**src/rtl/sdram_init_pkg.sv**
```systemverilog
package sdram_init_pkg;

    typedef enum logic [2:0] {
        OP_IDLE  = 3'd0,
        OP_NOP   = 3'd1,
        OP_PRE   = 3'd2,
        OP_MRS   = 3'd3,
        OP_REF   = 3'd4,
        OP_READ  = 3'd5,
        OP_WRITE = 3'd6
    } sdr_op_e;

    localparam logic [2:0] MODE_NORMAL = 3'd0;

    typedef enum logic [2:0] {
        S_IDLE,
        S_PWR,
        S_W_NOP,
        S_W_PRE,
        S_W_REF,
        S_W_MRS
    } seq_state_e;

    function automatic int imax(input int a, input int b);
        return (a > b) ? a : b;
    endfunction

    function automatic logic mode_is_cmd(input logic [2:0] m);
        return (m >= 3'd1) && (m <= 3'd4);
    endfunction

    function automatic logic rate_is_valid(input logic [2:0] r);
        return (r >= 3'd1) && (r <= 3'd5);
    endfunction

endpackage

```
**src/rtl/sdram_cmd_enc.sv**
```systemverilog
module sdram_cmd_enc
    import sdram_init_pkg::*;
#(
    parameter int ADDR_W = 13
) (
    input  logic              host_req_i,
    input  logic              host_rd_i,
    input  logic [ADDR_W-1:0] host_addr_i,
    input  logic [2:0]        mode_i,
    input  logic              blocked_i,
    output logic              ack_o,
    output logic              cmd_valid_o,
    output logic [2:0]        cmd_op_o,
    output logic [ADDR_W-1:0] cmd_addr_o
);

    always_comb begin
        ack_o       = host_req_i && !blocked_i;
        cmd_valid_o = 1'b0;
        cmd_op_o    = OP_IDLE;
        cmd_addr_o  = host_addr_i;
        if (ack_o) begin
            if (mode_i == MODE_NORMAL) begin
                cmd_valid_o = 1'b1;
                cmd_op_o    = host_rd_i ? OP_READ : OP_WRITE;
            end else if (host_rd_i && mode_is_cmd(mode_i)) begin
                cmd_valid_o = 1'b1;
                cmd_op_o    = mode_i;
            end
        end
    end

endmodule

```
**src/rtl/sdram_init_fsm.sv**
```systemverilog
module sdram_init_fsm
    import sdram_init_pkg::*;
#(
    parameter int ADDR_W    = 13,
    parameter int PWRUP_CYC = 25_000_000,
    parameter int TRP_CYC   = 3,
    parameter int TRC_CYC   = 9,
    parameter int TMRD_CYC  = 2,
    parameter int NUM_REF   = 8
) (
    input  logic              clk,
    input  logic              rst_n,
    input  logic              start_i,
    input  logic              cas2_i,
    output logic              busy_o,
    output logic              done_o,
    output logic              set_normal_o,
    output logic              cmd_valid_o,
    output logic [2:0]        cmd_op_o,
    output logic [ADDR_W-1:0] cmd_addr_o
);

    localparam int WMAX   = imax(imax(PWRUP_CYC, TRP_CYC), imax(TRC_CYC, TMRD_CYC));
    localparam int WAIT_W = $clog2(WMAX + 1);
    localparam int REF_W  = $clog2(NUM_REF + 1);

    typedef struct packed {
        seq_state_e        st;
        logic [WAIT_W-1:0] cnt;
        logic [REF_W-1:0]  nref;
        logic              done;
    } fsm_t;

    fsm_t seq_d, seq_q;

    function automatic logic [WAIT_W-1:0] wload(input int n);
        return WAIT_W'(n - 1);
    endfunction

    always_comb begin
        seq_d        = seq_q;
        cmd_valid_o  = 1'b0;
        cmd_op_o     = OP_IDLE;
        cmd_addr_o   = '0;
        set_normal_o = 1'b0;
        case (seq_q.st)
            S_IDLE: begin
                if (start_i) begin
                    seq_d.st   = S_PWR;
                    seq_d.cnt  = wload(PWRUP_CYC);
                    seq_d.done = 1'b0;
                    seq_d.nref = '0;
                end
            end
            S_PWR: begin
                if (seq_q.cnt == '0) begin
                    cmd_valid_o = 1'b1;
                    cmd_op_o    = OP_NOP;
                    seq_d.st    = S_W_NOP;
                    seq_d.cnt   = '0;
                end else begin
                    seq_d.cnt = seq_q.cnt - 1'b1;
                end
            end
            S_W_NOP: begin
                if (seq_q.cnt == '0) begin
                    cmd_valid_o = 1'b1;
                    cmd_op_o    = OP_PRE;
                    seq_d.st    = S_W_PRE;
                    seq_d.cnt   = wload(TRP_CYC);
                end else begin
                    seq_d.cnt = seq_q.cnt - 1'b1;
                end
            end
            S_W_PRE: begin
                if (seq_q.cnt == '0) begin
                    cmd_valid_o = 1'b1;
                    cmd_op_o    = OP_REF;
                    seq_d.st    = S_W_REF;
                    seq_d.cnt   = wload(TRC_CYC);
                    seq_d.nref  = REF_W'(1);
                end else begin
                    seq_d.cnt = seq_q.cnt - 1'b1;
                end
            end
            S_W_REF: begin
                if (seq_q.cnt == '0) begin
                    cmd_valid_o = 1'b1;
                    if (seq_q.nref < REF_W'(NUM_REF)) begin
                        cmd_op_o   = OP_REF;
                        seq_d.nref = seq_q.nref + 1'b1;
                        seq_d.cnt  = wload(TRC_CYC);
                    end else begin
                        cmd_op_o        = OP_MRS;
                        cmd_addr_o[6:4] = cas2_i ? 3'b010 : 3'b011;
                        seq_d.st        = S_W_MRS;
                        seq_d.cnt       = wload(TMRD_CYC);
                    end
                end else begin
                    seq_d.cnt = seq_q.cnt - 1'b1;
                end
            end
            S_W_MRS: begin
                if (seq_q.cnt == '0) begin
                    set_normal_o = 1'b1;
                    seq_d.done   = 1'b1;
                    seq_d.nref   = '0;
                    seq_d.st     = S_IDLE;
                end else begin
                    seq_d.cnt = seq_q.cnt - 1'b1;
                end
            end
            default: seq_d.st = S_IDLE;
        endcase
    end

    always_ff @(posedge clk) begin
        if (!rst_n) begin
            seq_q <= '{st: S_IDLE, cnt: '0, nref: '0, done: 1'b0};
        end else begin
            seq_q <= seq_d;
        end
    end

    assign busy_o = (seq_q.st != S_IDLE);
    assign done_o = seq_q.done;

    // never more refreshes counted than the sequence asks for
    p_refcnt_bound_r5: assert property (@(posedge clk) disable iff (!rst_n)
        seq_q.nref <= REF_W'(NUM_REF));

    // leaving the busy phase always reports completion
    p_done_on_exit_r9: assert property (@(posedge clk) disable iff (!rst_n)
        $fell(busy_o) |-> done_o);

    // no command while the post-load wait is running
    p_mrs_quiet_r6: assert property (@(posedge clk) disable iff (!rst_n)
        (seq_q.st == S_W_MRS) |-> !cmd_valid_o);

endmodule

```
**src/rtl/sdram_ref_timer.sv**
```systemverilog
module sdram_ref_timer
    import sdram_init_pkg::*;
#(
    parameter int BASE_TICKS = 156
) (
    input  logic       clk,
    input  logic       rst_n,
    input  logic [2:0] rate_i,
    input  logic       tick_i,
    input  logic       ack_i,
    output logic       req_o
);

    localparam int CNT_W = $clog2(BASE_TICKS * 16 + 1);

    typedef struct packed {
        logic [CNT_W-1:0] cnt;
        logic             req;
        logic [2:0]       code;
    } tmr_t;

    tmr_t tmr_d, tmr_q;
    logic en;

    function automatic logic [CNT_W-1:0] interval(input logic [2:0] code);
        logic [CNT_W-1:0] base;
        base = CNT_W'(BASE_TICKS);
        case (code)
            3'd2:    return base << 1;
            3'd3:    return base << 2;
            3'd4:    return base << 3;
            3'd5:    return base << 4;
            default: return base;
        endcase
    endfunction

    assign en = rate_is_valid(rate_i);

    always_comb begin
        tmr_d      = tmr_q;
        tmr_d.code = rate_i;
        if (!en) begin
            tmr_d.cnt = interval(rate_i) - 1'b1;
            tmr_d.req = 1'b0;
        end else if (rate_i != tmr_q.code) begin
            tmr_d.cnt = interval(rate_i) - 1'b1;
            if (ack_i) tmr_d.req = 1'b0;
        end else begin
            if (ack_i) tmr_d.req = 1'b0;
            if (tick_i) begin
                if (tmr_q.cnt == '0) begin
                    tmr_d.req = 1'b1;
                    tmr_d.cnt = interval(rate_i) - 1'b1;
                end else begin
                    tmr_d.cnt = tmr_q.cnt - 1'b1;
                end
            end
        end
    end

    always_ff @(posedge clk) begin
        if (!rst_n) begin
            tmr_q <= '{cnt: '0, req: 1'b0, code: 3'd0};
        end else begin
            tmr_q <= tmr_d;
        end
    end

    assign req_o = tmr_q.req && en;

    // the count never exceeds the interval of the stored code
    p_cnt_bound_r10: assert property (@(posedge clk) disable iff (!rst_n)
        tmr_q.cnt < interval(tmr_q.code));

    // a pending request survives until it is acknowledged
    p_req_held_r10: assert property (@(posedge clk) disable iff (!rst_n)
        (tmr_q.req && !ack_i && en) |=> tmr_q.req);

    // a disabled rate clears any pending request
    p_off_clears_r11: assert property (@(posedge clk) disable iff (!rst_n)
        !en |=> !tmr_q.req);

endmodule

```
**src/rtl/sdram_init_seq.sv**
```systemverilog
module sdram_init_seq
    import sdram_init_pkg::*;
#(
    parameter int ADDR_W     = 13,
    parameter int PWRUP_CYC  = 25_000_000,
    parameter int TRP_CYC    = 3,
    parameter int TRC_CYC    = 9,
    parameter int TMRD_CYC   = 2,
    parameter int NUM_REF    = 8,
    parameter int BASE_TICKS = 156
) (
    input  logic              clk,
    input  logic              rst_n,
    input  logic              cfg_we,
    input  logic [2:0]        cfg_mode,
    input  logic [2:0]        cfg_rate,
    input  logic              cfg_cas2,
    input  logic              auto_start,
    input  logic              host_req,
    input  logic              host_rd,
    input  logic [ADDR_W-1:0] host_addr,
    output logic              host_ack,
    output logic              host_stall,
    output logic              cmd_valid,
    output logic [2:0]        cmd_op,
    output logic [ADDR_W-1:0] cmd_addr,
    input  logic              tick,
    output logic              ref_req,
    input  logic              ref_ack,
    output logic              init_busy,
    output logic              init_done
);

    typedef struct packed {
        logic [2:0] mode;
        logic [2:0] rate;
        logic       cas2;
    } cfg_t;

    typedef struct packed {
        logic              ack;
        logic              vld;
        logic [2:0]        op;
        logic [ADDR_W-1:0] addr;
    } out_t;

    cfg_t cfg_d, cfg_q;
    out_t out_d, out_q;

    logic              busy, set_normal;
    logic              fsm_vld, enc_vld, enc_ack;
    logic [2:0]        fsm_op, enc_op, rate_eff;
    logic [ADDR_W-1:0] fsm_addr, enc_addr;

    sdram_init_fsm #(
        .ADDR_W   (ADDR_W),
        .PWRUP_CYC(PWRUP_CYC),
        .TRP_CYC  (TRP_CYC),
        .TRC_CYC  (TRC_CYC),
        .TMRD_CYC (TMRD_CYC),
        .NUM_REF  (NUM_REF)
    ) u_fsm (
        .clk         (clk),
        .rst_n       (rst_n),
        .start_i     (auto_start),
        .cas2_i      (cfg_q.cas2),
        .busy_o      (busy),
        .done_o      (init_done),
        .set_normal_o(set_normal),
        .cmd_valid_o (fsm_vld),
        .cmd_op_o    (fsm_op),
        .cmd_addr_o  (fsm_addr)
    );

    sdram_cmd_enc #(.ADDR_W(ADDR_W)) u_enc (
        .host_req_i (host_req),
        .host_rd_i  (host_rd),
        .host_addr_i(host_addr),
        .mode_i     (cfg_q.mode),
        .blocked_i  (busy),
        .ack_o      (enc_ack),
        .cmd_valid_o(enc_vld),
        .cmd_op_o   (enc_op),
        .cmd_addr_o (enc_addr)
    );

    assign rate_eff = busy ? 3'd0 : cfg_q.rate;

    sdram_ref_timer #(.BASE_TICKS(BASE_TICKS)) u_tmr (
        .clk   (clk),
        .rst_n (rst_n),
        .rate_i(rate_eff),
        .tick_i(tick),
        .ack_i (ref_ack),
        .req_o (ref_req)
    );

    always_comb begin
        cfg_d = cfg_q;
        if (cfg_we && !busy) begin
            cfg_d.mode = cfg_mode;
            cfg_d.rate = cfg_rate;
            cfg_d.cas2 = cfg_cas2;
        end
        if (set_normal) cfg_d.mode = MODE_NORMAL;

        out_d.ack = enc_ack;
        if (fsm_vld) begin
            out_d.vld  = 1'b1;
            out_d.op   = fsm_op;
            out_d.addr = fsm_addr;
        end else begin
            out_d.vld  = enc_vld;
            out_d.op   = enc_op;
            out_d.addr = enc_addr;
        end
    end

    always_ff @(posedge clk) begin
        if (!rst_n) begin
            cfg_q <= '{mode: MODE_NORMAL, rate: 3'd0, cas2: 1'b0};
            out_q <= '{ack: 1'b0, vld: 1'b0, op: OP_IDLE, addr: '0};
        end else begin
            cfg_q <= cfg_d;
            out_q <= out_d;
        end
    end

    assign host_ack   = out_q.ack;
    assign cmd_valid  = out_q.vld;
    assign cmd_op     = out_q.op;
    assign cmd_addr   = out_q.addr;
    assign host_stall = busy;
    assign init_busy  = busy;

    // a request arriving while stalled is never acknowledged
    p_stall_no_ack_r8: assert property (@(posedge clk) disable iff (!rst_n)
        (host_req && host_stall) |=> !host_ack);

    // a reserved mode turns a host access into nothing
    p_reserved_silent_r4: assert property (@(posedge clk) disable iff (!rst_n)
        (host_req && !busy && cfg_q.mode > 3'd4) |=> !cmd_valid);

    // no refresh request while the power-up flow runs
    p_no_ref_busy_r11: assert property (@(posedge clk) disable iff (!rst_n)
        init_busy |-> !ref_req);

endmodule

```
**config.mk**
```make
export PLATFORM = sky130hd
export DESIGN_NAME = sdram_init_seq
export DESIGN_NICKNAME = d
export VERILOG_FILES = /design/src/rtl/sdram_init_pkg.sv /design/src/rtl/sdram_cmd_enc.sv /design/src/rtl/sdram_init_fsm.sv /design/src/rtl/sdram_ref_timer.sv /design/src/rtl/sdram_init_seq.sv
export SDC_FILE = /design/constraint.sdc
export NUM_CORES = 1
export LEC_CHECK = 0
export BUFFER_PORTS_ARGS = -buffer_cell sky130_fd_sc_hd__buf_2
export CORE_MARGIN = 10
export CORE_UTILIZATION = 27
export DETAILED_ROUTE_END_ITERATION = 7
export MAX_ROUTING_LAYER = met4
export PLACE_DENSITY = 0.39
export SETUP_SLACK_MARGIN = 0.3
export SLEW_MARGIN = 20
export SYNTH_ARGS = -nofsm -noshare
export SYNTH_HDL_FRONTEND = slang
export SYNTH_HIERARCHICAL = 1
export SYNTH_SLANG_ARGS = --single-unit
```
**constraint.sdc**
```tcl
create_clock -name clk -period 7.4 [get_ports clk]
set_input_delay 0.74 -clock clk [delete_from_list [all_inputs] [get_ports clk]]
set_output_delay 0.74 -clock clk [all_outputs]
set_load 0.05 [all_outputs]
```
## Word-level counts from Yosys, hierarchy flattened

Cells that the tools add are included.

| storage, ports and cells | value |
|---|---|
| register bits after elaboration | 74 |
| bits of input ports | 28 |
| output and inout bits | 22 |
| logic and storage cells | 127 |

| operators by class | value |
|---|---|
| $add $sub $neg | 6 |
| $lt $le $gt $ge | 5 |
| eq/ne operators | 20 |
| mux-type cells | 57 |
| bitwise operators | 1 |
| reductions and logical operators | 23 |

Operators with widths:

| operator | count |
|---|---|
| one-hot mux 25 bit (6 select lines) | 1 |
| two-way mux 25 bit | 5 |
| two-way mux 12 bit | 8 |
| two-way mux 3 bit | 16 |
| one-hot mux 12 bit (4 select lines) | 1 |
| subtractor 12 x 1 -> 12 bit (second input constant) | 4 |
| two-way mux 13 bit | 3 |
| two-way mux 33 bit | 1 |
| logical NOT 25 bit | 1 |
| subtractor 25 x 1 -> 25 bit (second input constant) | 1 |
| one-hot mux 3 bit (6 select lines) | 1 |
| two-way mux 17 bit | 1 |
| two-way mux 4 bit | 4 |
| one-hot mux 4 bit (4 select lines) | 1 |
| equality test 3 x 2 -> 1 bit (second input constant) | 4 |
| equality test 3 bit (second input constant) | 4 |
| logical NOT 12 bit | 1 |
| != test 2 x 1 -> 1 bit (second input constant) | 6 |
| one-hot mux 3 bit (4 select lines) | 1 |
| two-way mux 1 bit | 10 |
| AND reduction 7 bit | 1 |
| >= comparator 3 x 1 -> 1 bit (second input constant) | 2 |
| less-or-equal comparator 3 bit (second input constant) | 2 |
| logical AND 1 bit | 6 |
| other kinds (21) | 27 |

## Depth between registers and ports, before layout

| depth | value |
|---|---|
| depth in word-level cells | 13 |
| depth in mapped cells | 11 |
| mapped depth without buffers | 10 |

## Hierarchy

The synthesis kept the hierarchy.

By module, submodules not included:

| module | times used | cells an instance | area an instance (sq um) | seq. area each (sq um) |
|---|---|---|---|---|
| sdram_init_fsm | 1 | 269 | 2,173.3 | 660.6 |
| sdram_ref_timer | 1 | 144 | 1,221.2 | 320.3 |
| sdram_init_seq | 1 | 84 | 972.2 | 500.5 |
| sdram_cmd_enc | 1 | 26 | 197.7 | 0.0 |

## Worst setup path after synthesis

No wires, ideal clock.

| path | value |
|---|---|
| path type | reg-to-output |
| from | register u_fsm/seq_q[31] (netlist bit) |
| to | output port ref_req |
| data arrival time | 2.088 ns |
| required time | 6.660 ns |
| setup slack | 4.572 ns |
| stages on the path, launching flop included | 7 |
| buffers on the path | 1 |
| cell sequence | dfxtp_1 > or3_2 > nor2b_1 > buf_2 > nor3_1 > a21oi_1 > and2_1 |

| on the way | value |
|---|---|
| word-level cells in the longest chain between the ends | 5 |
| elaborated cells on any way between the ends | 6 |
| classes of those cells | 2 x order compare; 1 x mux; 3 x reduce/logical |

Ends and longest elaborated chain:

| element | RTL line | RTL |
|---|---|---|
| start, declared | sdram_init_fsm.sv:34 | `fsm_t seq_d, seq_q;` |
| start signal, assigned | sdram_init_fsm.sv:119 | `seq_q <= '{st: S_IDLE, cnt: '0, nref: '0, done: 1'b0};` |
| start signal, assigned | sdram_init_fsm.sv:121 | `seq_q <= seq_d;` |
| nonzero test 3 bit * | sdram_init_fsm.sv:125 | `assign busy_o = (seq_q.st != S_IDLE);` |
| net host_stall | sdram_init_seq.sv:23 | `output logic host_stall,` |
| two-way mux 3 bit * | sdram_init_seq.sv:87 | `assign rate_eff = busy ? 3'd0 : cfg_q.rate;` |
| net rate_eff[0] | sdram_init_seq.sv:52 | `logic [2:0] fsm_op, enc_op, rate_eff;` |
| >= comparator 3 x 1 -> 1 bit / less-or-equal comparator 3 bit (equally long branches) | sdram_init_pkg.sv:33 | `return (r >= 3'd1) && (r <= 3'd5);` |
| logical AND 1 bit * | sdram_init_pkg.sv:33 |  |
| logical AND 1 bit * | sdram_ref_timer.sv:69 | `assign req_o = tmr_q.req && en;` |
| end, declared | sdram_init_seq.sv:28 | `output logic ref_req,` |

The timed path passes the listed nets; every way through them passes the cells marked *.

## Worst setup path after layout

| path | value |
|---|---|
| from | register u_fsm/seq_q[31] (netlist bit) |
| to | output port ref_req |

| on the way | value |
|---|---|
| word-level cells in the longest chain between the ends | 5 |
| elaborated cells on any way between the ends | 6 |
| classes of those cells | 2 x order compare; 1 x mux; 3 x reduce/logical |

Ends and longest elaborated chain:

| element | RTL line |
|---|---|
| nonzero test 3 bit * | sdram_init_fsm.sv:125 |
| two-way mux 3 bit * | sdram_init_seq.sv:87 |
| net rate_eff[2] | sdram_init_seq.sv:52 |
| >= comparator 3 x 1 -> 1 bit / less-or-equal comparator 3 bit (equally long branches) | sdram_init_pkg.sv:33 |
| logical AND 1 bit * | sdram_init_pkg.sv:33 |
| logical AND 1 bit * | sdram_ref_timer.sv:69 |

Marks and branches as above.

==> metrics <==
# DRC 0; Seq cells post-synth 74; Buf/Inv on CP 1; Int Power 730 µW; commonest cells after routing, fill and taps aside 74 x dfxtp_1, 49 x buf_2, 43 x nor2_1; Critical Path Slowest Stage Cell nor2b_1; Cell Rows 47; Setup crit end ref_req; multi-input logic area 2680 µm²; R2R Path Start u_fsm/seq_q[31]; EDFF count, synth 0; hpwl dp 8.47 mm; Placer Congestion 0.796; core area 16,600 µm²; Crit Path Class register to output pin; Crit. path cell count 6; Final Max Tran Viols 0; global route overflow 0; Placed Cells 754; final hold viol count 0; Reg2Reg Setup Slack 4080 ps; largest net degree at the start of global routing 56; htree depth 3; CP Data Required Time 6660 ps; reg2reg end u_tmr/tmr_q[12]; setup ws final 3520 ps; setup TNS 0 ps; top-area cell type share of the netlist area 32.5%; Starting Density 27.5%; Comb power frac 17.9%; startpoint types register; Num CTS Buffers 9; Layout area overhead 10.7%; yosys warns 6; Final Util 30.5%; post-CTS sizing 0; CTS Sinks 74; critical-path maximum fanout 16; clock network power share 40.0%; status finished, final reports clean; Setup WS pre-CTS 3940 ps; Crit. Startpoint u_fsm/seq_q[31]; die width 150 µm; P_leak 0.00187 µW; crit end category output pin; sequential cell fraction of total power 42.1%; maximum clock path buffer count 2; Tot GR Track Use 11.4%; Net Sw Frac 30.8%; kind of cell adding the most delay to the critical path simple AND/OR/NAND/NOR gates; hold_buf cts 0; die height 150 µm; Async SR Flop Fraction 0%; Hold Path Class register to register; Detail Route Antenna Nets 0; CP Cell Sequence or3_2 -> nor2b_1 -> nor3_1 -> a21oi_1 -> and2_1 -> buf_2; first-pass GRT wire length 19.9 mm; fmax 258 MHz; sw power 325 µW; final net count 577; Buffers on Ports 49; fin crit period 3880 ps; post-detailed-routing wire length 12.0 mm; Vias per Instance 4.93; Ant. Diodes 0; synthesized area 4560 µm²; Fillers 1,810; Reg area 1480 µm²; Root Buffer clkbuf_16; syn_area_per_cell 8.73 µm²; non-filler cells, final 770; CTS tree done; largest vdd supply drop 96.1 µV; clk slew on worst S/H paths 60 ps; antenna violations before repair 0; top cells by area, synth dfxtp_1 32%, mux2i_1 5.3%, buf_4 4.3%; Post-CTS Setup Inserts 0; crit-path max cell delay 790 ps; # setup viols final 0; initial drt markers 312; most common cell after layout, fill and taps aside dfxtp_1; final period utilization 52.4%; DR WL/cell 15.6 µm; DR vias 3,798; actual slew at the worst max-slew pin 952 ps; die area 22,500 µm²; critical path arrival 3140 ps; PwrDens 209 nW/µm²; slew margin rel. 36.4%; Max Cap Viol 0; RSZ-0062 raised after global routing false; Pre-antenna DRT Iters 4; Synth Instances 523; Yosys cell types 83; Fin Clk Skew 11.2 ps; sequential share of the synthesized area 32.5%; Synth Flop Type dfxtp_1; r2r worst-path depth 7; Synth area leader dfxtp_1; Final Power 1050 µW; share of post-route cells with drive strength above 1 18.4%; Boundary Pins 50; vias in the first global route 3,727; Clock Latency Late Sink 350 ps
synth_stat cells (4+ instances only):
cell	n
or2_2	6
a211oi_1	6
a31oi_1	7
a21oi_1	31
clkbuf_1	9
dfxtp_1	74
nand3b_1	6
nand2_1	30
and2_1	9
buf_4	26
buf_2	4
ha_1	4
nor2b_1	27
a21boi_0	4
inv_1	19
nand2b_1	6
mux2i_1	24
nor3_1	14
nand4_1	7
xnor2_1	12
nor4_1	7
or3_1	6
o21ai_0	22
o221a_1	6
buf_6	8
nor4bb_1	4
nor2_1	43
o22ai_1	5
nand3_1	6
or4_1	6
o21a_1	9
nor3b_1	5
sequential cells by signal, indices dropped and copies added, names as in the netlist:
| signal | count |
|---|---|
| cmd_addr | 13 |
| u_tmr/tmr_q | 16 |
| host_ack | 1 |
| cmd_op | 3 |
| u_fsm/seq_q | 32 |
| cfg_q | 7 |
| u_fsm/done_o | 1 |
| cmd_valid | 1 |
how the worst min path moves through the flow:
stage	start	end	slack, ps	cells after the start
4_1_cts	u_fsm/seq_q[16]	u_fsm/seq_q[16]	470	2
6_report	u_fsm/seq_q[16]	u_fsm/seq_q[16]	470	2
3_3_place_gp	u_fsm/seq_q[16]	u_fsm/seq_q[16]	460	2
5_1_grt	u_fsm/seq_q[16]	u_fsm/seq_q[16]	490	2
2_1_floorplan	u_tmr/tmr_q[3]	u_tmr/tmr_q[3]	440	2
3_5_place_dp	u_fsm/seq_q[16]	u_fsm/seq_q[16]	460	2
metal layers:
layer	vias up	part of all wire [%]	GRT usage (%)
li1	1911	-	-
met5	-	0	-
met4	0	2.1	5.54
met1	1774	51	15.2
met2	92	43	16.2
met3	21	4.0	2.17
power by group through the flow:
stage / clock network, µW / logic (µW) / registers, µW
6_report: 422 / 189 / 444
5_1_grt: 453 / 210 / 448
3_3_place_gp: 0 / 191 / 453
4_1_cts: 440 / 190 / 444
2_1_floorplan: 0 / 140 / 465
3_5_place_dp: 0 / 190 / 452
kinds of logic after synthesis:
| logic type | share of synthesized area [%] |
|---|---|
| simple gates | 28.9 |
| compound gates | 19.4 |
| flops | 32.5 |
| buf+inv | 9.84 |
| mux | 5.51 |
| xor+xnor | 2.69 |
| fa+ha+maj | 1.10 |
| other cells | 0.0822 |
cell type report:
cell class / instances / share of cell area, %
clock buffer: 11 / 4.80
tap: 220 / 5.45
multi-input combinational: 389 / 52.9
clock inverter: 5 / 0.768
timing repair buffer: 52 / 5.30
sequential: 74 / 29.3
inverter: 19 / 1.41
worst register-to-register path, cell delays in order (launching register included):
cell     delay [ps]
dfxtp_1         480
or3_2           700
nor2b_1         790
xnor2_1         260
and3_1          410
a21oi_1         170
nor4b_1         310
a221o_1         150
metrics by stage:
stage / instance area, µm² / hold WS, ps
finish: 5050 / 471
global placement: 4770 / 458
global route: 5050 / 487
detailed placement: 4770 / 459
floorplan: 4600 / 441
CTS: 5050 / 472
Note: power is estimated with default switching activity, not from simulation.
